==> src/rtl/xpl_pkg.sv <==
package xpl_pkg;
  localparam int RIDX_W = 5;
  localparam logic [1:0] DUP_UNKNOWN = 2'd0;
  localparam logic [1:0] DUP_NOP     = 2'd2;

  typedef enum logic [1:0] {ST_IDLE, ST_REQ, ST_WAIT} xpl_state_e;

  typedef struct packed {
    logic              hit;
    logic              wide;
    logic [RIDX_W-1:0] rd0;
    logic [RIDX_W-1:0] rd1;
    logic [RIDX_W-1:0] rbase;
  } xpl_dec_t;

  function automatic xpl_dec_t xpl_decode_word(input logic [31:0] w);
    xpl_dec_t d;
    d.hit   = w[31] && (w[29:24] == 6'b001000) && !w[23] && w[22] && w[21]
              && (&w[20:16]) && !w[15];
    d.wide  = w[30];
    d.rd0   = w[4:0];
    d.rd1   = w[14:10];
    d.rbase = w[9:5];
    return d;
  endfunction
endpackage

==> src/rtl/xpl_decode.sv <==
module xpl_decode
  import xpl_pkg::*;
(
  input  logic [31:0] word,
  output xpl_dec_t    dec
);
  always_comb dec = xpl_decode_word(word);
endmodule

==> src/rtl/xpl_monitor.sv <==
module xpl_monitor #(
  parameter int AW = 64,
  parameter int BW = 5
) (
  input  logic          clk,
  input  logic          rst_n,
  input  logic          arm,
  input  logic [AW-1:0] arm_addr,
  input  logic [BW-1:0] arm_bytes,
  input  logic          clr,
  output logic          valid,
  output logic [AW-1:0] addr,
  output logic [BW-1:0] bytes
);
  always_ff @(posedge clk or negedge rst_n) begin
    if (!rst_n) begin
      valid <= 1'b0;
      addr  <= '0;
      bytes <= '0;
    end else if (arm) begin
      valid <= 1'b1;
      addr  <= arm_addr;
      bytes <= arm_bytes;
    end else if (clr) begin
      valid <= 1'b0;
    end
  end

  assert_arm_takes_R5: assert property (@(posedge clk) disable iff (!rst_n)
    arm |=> valid && addr == $past(arm_addr) && bytes == $past(arm_bytes));
  assert_clear_drops_R5: assert property (@(posedge clk) disable iff (!rst_n)
    clr && !arm |=> !valid);
endmodule

==> src/rtl/xpl_split.sv <==
module xpl_split #(
  parameter int XLEN = 64
) (
  input  logic              wide,
  input  logic              be,
  input  logic [2*XLEN-1:0] rdata,
  output logic [XLEN-1:0]   first,
  output logic [XLEN-1:0]   second
);
  localparam int HALF = XLEN / 2;

  function automatic logic [XLEN-1:0] elem(input logic [2*XLEN-1:0] d,
                                           input logic w, input logic upper);
    logic [XLEN-1:0] r;
    if (w) r = upper ? d[2*XLEN-1:XLEN] : d[XLEN-1:0];
    else   r = {{HALF{1'b0}}, (upper ? d[XLEN-1:HALF] : d[HALF-1:0])};
    return r;
  endfunction

  logic [XLEN-1:0] lo_elem, hi_elem;
  always_comb begin
    lo_elem = elem(rdata, wide, 1'b0);
    hi_elem = elem(rdata, wide, 1'b1);
    first   = be ? hi_elem : lo_elem;
    second  = be ? lo_elem : hi_elem;
  end
endmodule

==> src/rtl/xpl_pair_load.sv <==
module xpl_pair_load
  import xpl_pkg::*;
#(
  parameter int XLEN         = 64,
  parameter int SP_ALIGN_BYT = 16
) (
  input  logic                clk,
  input  logic                rst_n,
  input  logic                ins_valid,
  input  logic [31:0]         ins_word,
  input  logic                big_endian,
  input  logic [1:0]          dup_mode,
  output logic [RIDX_W-1:0]   rf_raddr,
  input  logic [XLEN-1:0]     rf_rdata,
  input  logic [XLEN-1:0]     sp_val,
  output logic                mem_req_valid,
  input  logic                mem_req_ready,
  output logic [XLEN-1:0]     mem_req_addr,
  output logic [$clog2(XLEN/4)+1-1:0] mem_req_bytes,
  output logic                mem_req_tagchk,
  input  logic                mem_rsp_valid,
  input  logic [2*XLEN-1:0]   mem_rsp_data,
  output logic                wb0_en,
  output logic [RIDX_W-1:0]   wb0_idx,
  output logic [XLEN-1:0]     wb0_data,
  output logic                wb1_en,
  output logic [RIDX_W-1:0]   wb1_idx,
  output logic [XLEN-1:0]     wb1_data,
  output logic                undef_o,
  output logic                align_fault_o,
  input  logic                mon_clear,
  output logic                mon_valid,
  output logic [XLEN-1:0]     mon_addr,
  output logic [$clog2(XLEN/4)+1-1:0] mon_bytes
);
  localparam int DW     = 2 * XLEN;
  localparam int BW     = $clog2(XLEN/4) + 1;
  localparam int ALN    = $clog2(SP_ALIGN_BYT);
  localparam logic [RIDX_W-1:0] SP_IDX = '1;
  localparam logic [BW-1:0] BYTES_WIDE   = BW'(DW / 8);
  localparam logic [BW-1:0] BYTES_NARROW = BW'(DW / 16);

  xpl_dec_t   dec;
  xpl_state_e state;

  xpl_decode u_dec (.word(ins_word), .dec(dec));

  // Named events for the assertions
  logic use_sp, sp_misaligned, same_dst, dup_stop, accept;
  logic ev_undef, ev_fault, ev_go, ev_rsp;
  logic [XLEN-1:0] base_addr;
  logic [BW-1:0]   acc_bytes;

  always_comb begin
    use_sp        = dec.rbase == SP_IDX;
    base_addr     = use_sp ? sp_val : rf_rdata;
    sp_misaligned = use_sp && (sp_val[ALN-1:0] != '0);
    same_dst      = dec.rd0 == dec.rd1;
    dup_stop      = same_dst && (dup_mode != DUP_UNKNOWN);
    accept        = (state == ST_IDLE) && ins_valid;
    ev_undef      = accept && (!dec.hit ||
                    (same_dst && dup_mode != DUP_UNKNOWN && dup_mode != DUP_NOP));
    ev_fault      = accept && dec.hit && !dup_stop && sp_misaligned;
    ev_go         = accept && dec.hit && !dup_stop && !sp_misaligned;
    ev_rsp        = (state == ST_WAIT) && mem_rsp_valid;
    acc_bytes     = dec.wide ? BYTES_WIDE : BYTES_NARROW;
    rf_raddr      = dec.rbase;
  end

  xpl_monitor #(.AW(XLEN), .BW(BW)) u_mon (
    .clk(clk), .rst_n(rst_n),
    .arm(ev_go), .arm_addr(base_addr), .arm_bytes(acc_bytes),
    .clr(mon_clear),
    .valid(mon_valid), .addr(mon_addr), .bytes(mon_bytes)
  );

  logic            q_wide, q_be, q_garbage;
  logic [RIDX_W-1:0] q_rd0, q_rd1;
  logic [XLEN-1:0] split_first, split_second;

  xpl_split #(.XLEN(XLEN)) u_split (
    .wide(q_wide), .be(q_be), .rdata(mem_rsp_data),
    .first(split_first), .second(split_second)
  );

  always_ff @(posedge clk or negedge rst_n) begin
    if (!rst_n) begin
      state          <= ST_IDLE;
      mem_req_addr   <= '0;
      mem_req_bytes  <= '0;
      mem_req_tagchk <= 1'b0;
      q_wide         <= 1'b0;
      q_be           <= 1'b0;
      q_garbage      <= 1'b0;
      q_rd0          <= '0;
      q_rd1          <= '0;
      undef_o        <= 1'b0;
      align_fault_o  <= 1'b0;
      wb0_en         <= 1'b0;
      wb1_en         <= 1'b0;
      wb0_idx        <= '0;
      wb1_idx        <= '0;
      wb0_data       <= '0;
      wb1_data       <= '0;
    end else begin
      undef_o       <= ev_undef;
      align_fault_o <= ev_fault;
      wb0_en        <= ev_rsp;
      wb1_en        <= ev_rsp && !q_garbage;
      if (ev_rsp) begin
        wb0_idx  <= q_rd0;
        wb1_idx  <= q_rd1;
        wb0_data <= q_garbage ? '1 : split_first;
        wb1_data <= split_second;
      end
      unique case (state)
        ST_IDLE: if (ev_go) begin
          state          <= ST_REQ;
          mem_req_addr   <= base_addr;
          mem_req_bytes  <= acc_bytes;
          mem_req_tagchk <= !use_sp;
          q_wide         <= dec.wide;
          q_be           <= big_endian;
          q_garbage      <= same_dst;
          q_rd0          <= dec.rd0;
          q_rd1          <= dec.rd1;
        end
        ST_REQ:  if (mem_req_ready) state <= ST_WAIT;
        ST_WAIT: if (mem_rsp_valid) state <= ST_IDLE;
        default: state <= ST_IDLE;
      endcase
    end
  end

  assign mem_req_valid = state == ST_REQ;

  assert_req_hold_R6: assert property (@(posedge clk) disable iff (!rst_n)
    mem_req_valid && !mem_req_ready |=> mem_req_valid && $stable(mem_req_addr));
  assert_armed_at_req_R5: assert property (@(posedge clk) disable iff (!rst_n)
    $rose(mem_req_valid) |-> mon_valid && mon_addr == mem_req_addr
                             && mon_bytes == mem_req_bytes);
  assert_fault_quiet_R4: assert property (@(posedge clk) disable iff (!rst_n)
    align_fault_o |-> !mem_req_valid && !wb0_en);
  assert_wb_pair_R13: assert property (@(posedge clk) disable iff (!rst_n)
    wb1_en |-> wb0_en);
  assert_events_excl_R1: assert property (@(posedge clk) disable iff (!rst_n)
    $onehot0({undef_o, align_fault_o, wb0_en}));
  assert_req_size_R3: assert property (@(posedge clk) disable iff (!rst_n)
    mem_req_valid |-> (mem_req_bytes == BYTES_WIDE || mem_req_bytes == BYTES_NARROW));
endmodule

==> config.mk <==
export PLATFORM = sky130hd
export DESIGN_NAME = xpl_pair_load
export DESIGN_NICKNAME = d
export VERILOG_FILES = /design/src/rtl/xpl_pkg.sv /design/src/rtl/xpl_decode.sv /design/src/rtl/xpl_monitor.sv /design/src/rtl/xpl_split.sv /design/src/rtl/xpl_pair_load.sv
export SDC_FILE = /design/constraint.sdc
export NUM_CORES = 1
export LEC_CHECK = 0
export ABC_AREA = 1
export CAP_MARGIN = 20
export CORE_AREA = 5 5 225 227
export DETAILED_ROUTE_END_ITERATION = 6
export DIE_AREA = 0 0 230 232
export GPL_TIMING_DRIVEN = 1
export PLACE_DENSITY = 0.72
export SLEW_MARGIN = 20
export SYNTH_ARGS = -nofsm -noshare
export SYNTH_HDL_FRONTEND = slang
export SYNTH_HIERARCHICAL = 1
export SYNTH_SLANG_ARGS = --single-unit
==> constraint.sdc <==
create_clock -name clk -period 1.8 [get_ports clk]
set_input_delay 0.36 -clock clk [delete_from_list [all_inputs] [get_ports clk]]
set_output_delay 0.36 -clock clk [all_outputs]
set_load 0.03 [all_outputs]
Word level (Yosys, flattened, before mapping) --
Cells that the tools add are included.
Word-level totals: register bits after elaboration 297, output and inout port bits 288
Operators by class: equal/unequal tests 9, multiplexer cells 13, reductions and logical operators 32
Operator list (number):
- 2-to-1 mux 64 bit | 6
- logical AND 1 bit | 17
- zero test 1 bit | 7
- == test 6 x 4 -> 1 bit (second input constant) | 1
- 2-to-1 mux 2 bit | 3
- != test 2 bit (second input constant) | 3
- case mux 2 bit (3 select lines) | 1
- == test 5 bit | 1
- == test 5 bit (second input constant) | 1
- 2-to-1 mux 5 bit | 1
- AND reduction 5 bit | 1
- nonzero test 2 bit | 2
- nonzero test 4 bit | 1
- AND reduction 3 bit | 1
- == test 2 x 1 -> 1 bit (second input constant) | 1
- == test 2 bit (second input constant) | 1
- zero test 2 bit | 1
- 2-to-1 mux 1 bit | 2
- != test 2 x 1 -> 1 bit (second input constant) | 1
- AND reduction 2 bit | 1
- logical OR 1 bit | 1

Logic depth before layout (Yosys ltp) --
depth in word-level cells 12, mapped depth 15, depth with buffers taken out 12

Modules after synthesis --
The synthesis kept the hierarchy.
Modules (own cells, without submodules):
- xpl_pair_load | times used 1, cells an instance 1207, area an instance 9676.8 um^2
- xpl_monitor | times used 1, cells an instance 296, area an instance 2896.5 um^2
- xpl_split | times used 1, cells an instance 527, area an instance 2329.7 um^2
- xpl_decode | times used 1, cells an instance 38, area an instance 202.7 um^2

Worst setup path after synthesis --
No wires, ideal clock.
path kind input-to-reg, start in ins_word[15], end reg u_mon.addr[52], data arrival time 1.830 ns, data required time 1.682 ns, slack -0.148 ns, stages on the path 15, path buffers 3, path through inv_1 nand2_1 nor2_1 nand2_1 nor2_1 inv_1 nor2_2 nand3_4 buf_4 inv_1 buf_6 inv_8 buf_4 nand2_1 nand2_1
RTL lines:
- start: declaration | line xpl_pair_load.sv:10 | input logic [31:0] ins_word,
- end signal: assignment | line xpl_monitor.sv:22 | addr <= arm_addr;
- end: declaration | line xpl_monitor.sv:12 | output logic [AW-1:0] addr,

Worst setup path after layout --
start reg u_mon.addr[33], end out mon_addr[33]
RTL lines:
- end: declaration | line xpl_pair_load.sv:33 | output logic [XLEN-1:0] mon_addr,
No word-level cell between the ends.

==> impl_metrics.env <==
export IMPL_drcViolationCount=1
export IMPL_cp_max_fo=2
export IMPL_fin_util_pct=47.3
export IMPL_postSynthCellCount=2068
export IMPL_relSlewSlack_pct=61.5
export IMPL_num_vias=16494
export IMPL_hold_violations=0
export IMPL_synthMuxAreaShare_pct=0
export IMPL_antenna_found_initial=18
export IMPL_fillCellCount=4777
export IMPL_worstPathRequired_ps=1440
export IMPL_synth_top_family_by_area="simple AND/OR/NAND/NOR gates"
export IMPL_cts_tree="yes"
export IMPL_syn_area_per_cell_um2=7.30
export IMPL_fp_dieH_um=232
export IMPL_fmax_ghz=0.568
export IMPL_cp_top_family="buffers and inverters"
export IMPL_syn_area_um2=15100
export IMPL_p_total_mw=16.8
export IMPL_grt_pass1_wl_um=101000
export IMPL_hold_path_class="input port to async pin"
export IMPL_ys_warn_count=6
export IMPL_cp_slowest_stage_delay_ps=440
export IMPL_clkSinkCount=293
export IMPL_powerDensity_nw_per_um2=734
export IMPL_synth_distinct_cells=28
export IMPL_grt_max_degree=130
export IMPL_num_rows=81
export IMPL_io_pins=585
export IMPL_io_buffers=581
export IMPL_viasPerCell=5.03
export IMPL_drive_gt1_share_pct=9.84
export IMPL_cp_arrival_ps=1400
export IMPL_start_kind="register"
export IMPL_irDropWorstVdd_mv=0.733
export IMPL_cts_root_buf="clkbuf_16"
export IMPL_slew_viol_final=0
export IMPL_worstMarginPinSlew_ps=578
export IMPL_start_util_pct=31.2
export IMPL_crit_buf_inv=1
export IMPL_cpMaxStageDelayCell="clkdlybuf4s15_1"
export IMPL_synth_flop_cell="dfrtp_1"
export IMPL_setup_viol=0
export IMPL_ant_nets=0
export IMPL_dp_hpwl_um=52100
export IMPL_synth_compound_area_share_pct=4.51
export IMPL_clk_pin_slew_ps=60
export IMPL_yosys_area_share_simple_pct=38.0
export IMPL_nets=2922
export IMPL_period_needed_ps=1760
export IMPL_grt_pass1_vias=16227
export IMPL_synth_edff_count=0
export IMPL_period_share_pct=97.8
export IMPL_drt_wl_total_um=69100
export IMPL_synth_fa_ha_area_share_pct=0
export IMPL_grt_use_total_pct=24.5
export IMPL_drt_initial_drc_count=1506
export IMPL_crit_type="register to output port"
export IMPL_crit_chain="clkdlybuf4s15_1"
export IMPL_violations="DRC"
export IMPL_yosys_register_bits=293
export IMPL_outcome="complete, but fails checks"
export IMPL_dieArea_um2=53400
export IMPL_rsz0062_at_grt="no"
export IMPL_async_reset_ff_share_pct=100
export IMPL_grt_overflow=0
export IMPL_synth_seq_area_share_pct=48.5
export IMPL_routedWlPerCell_um=21.1
export IMPL_startpoint="u_mon/addr[33]"
export IMPL_setup_tns_ps=0
export IMPL_die_x_um=230
export IMPL_dr_pass1_iters=7
export IMPL_end_kind="output port"
export IMPL_worst_skew_pair_late_latency_ps=540
export IMPL_coreArea_um2=48400
export IMPL_drv_cap=0
export IMPL_reg2reg_from="state[0]"
export IMPL_finalWeightedCongestion=1.00
export IMPL_finClkSkew_ps=13.5
export IMPL_power_leakage_nw=12.7
export IMPL_synth_xor_area_share_pct=0.0580
export IMPL_h_tree_depth=2
export IMPL_cts_buffer_depth=3
export IMPL_synthToLayoutAreaGrowth_pct=51.5
export IMPL_numCtsBuffers=37
[final cells by class]
class | count | area (µm²) | area share, %
Antenna cell | 7 | 17.5 | 0.0765
Clock buffer | 53 | 1110 | 4.84
Clock inverter | 13 | 160 | 0.700
Inverter | 94 | 365 | 1.60
Multi-Input combinational cell | 1524 | 6490 | 28.3
Sequential cell | 293 | 7340 | 32.1
Tap cell | 622 | 778 | 3.40
Timing Repair Buffer | 675 | 6630 | 29.0
[cells in the final DEF (no fill, tap or decap), types with 6 or more instances in the layout]
cell and n:
nand2_1 1028, clkdlybuf4s50_1 295, dfrtp_1 290, dlygate4sd2_1 250, nand3_1 131, o21ai_0 127
inv_1 87, nand4_1 79, buf_4 75, nor2_1 74, nand2_2 60, clkbuf_16 40
buf_12 35, clkdlybuf4s15_1 9, clkbuf_8 8, diode_2 7, conb_1 6, clkbuf_1 6
[sequential cells by signal (all words and copies together), names as in the netlist, 2 cells and up]
register       count
mem_req_bytes      2
mem_req_addr      64
state              2
wb1_data          64
u_mon/addr        64
u_mon/bytes        5
wb1_idx            5
wb0_data          64
wb0_idx            5
q_rd0              5
q_rd1              5
[timing repair]
item	in CTS	in global routing
endpoints found under the setup margin	267	109
endpoints found under the hold margin	23	0
setup buffers	0	0
hold buffers	1	0
gates resized for setup	283	14
gates cloned	0	1
[per-stage QoR]
stage	std cells	area, µm²	setup WS (ps)	hold WS, ps
5_1_grt	3281	22900	1.20	308
2_1_floorplan	2073	15100	-65.4	64.4
3_3_place_gp	3206	21900	-520	284
4_1_cts	3273	22800	-25.3	297
6_report	3281	22900	40.1	309
3_5_place_dp	3206	21900	-516	282
[layer usage]
metal	track usage [%]	part of all wire, %	up-vias
met5	0	0.072	-
met4	10.9	5.2	10
met3	7.41	10	163
met2	41.0	47	994
met1	29.3	38	7752
li1	-	-	7575
[cell usage after synthesis (7+ instances only)]
library cell	count	area share (%)
buf_1	11	0.27
buf_12	7	0.93
buf_2	50	1.7
buf_4	35	1.7
buf_6	9	0.67
clkbuf_1	49	1.2
dfrtp_1	293	49
inv_1	89	2.2
nand2_1	1029	26
nand2_2	60	2.5
nand3_1	131	4.3
nand4_1	79	3.3
nor2_1	78	1.9
o21ai_0	128	4.2
[power breakdown]
part	leakage (nW)	switching, mW	total (mW)	internal [mW]
Clock	0.621	3.08	7.81	4.73
Combinational	8.03	1.17	2.14	0.968
Sequential	4.04	0.0993	6.85	6.75
Total	12.7	4.35	16.8	12.4
[final timing paths]
| check | to | slack (ps) | cells after the start |
|---|---|---|---|
| worst max-delay path | mon_addr[33] | 40 | 1 |
| worst min-delay path | wb1_data[18] | 310 | 2 |
| worst max register to register | q_be | 190 | 7 |
| worst min register to register | mem_req_addr[36] | 470 | 2 |
| max in group asynchronous | q_garbage | 780 | 3 |
| min in group clk | state[1] | 420 | 3 |
[logic make-up (layout without fill, tap and decap cells)]
group | after synthesis | count (layout)
and+or+nand+nor | 1382 | 1382
buffers and inverters | 256 | 835
AOI/OAI and AO/OA | 135 | 135
other | 1 | 13
xor gates and xnor gates | 1 | 1
DFF | 293 | 293
No activity file was read; power rests on OpenSTA's default activity.
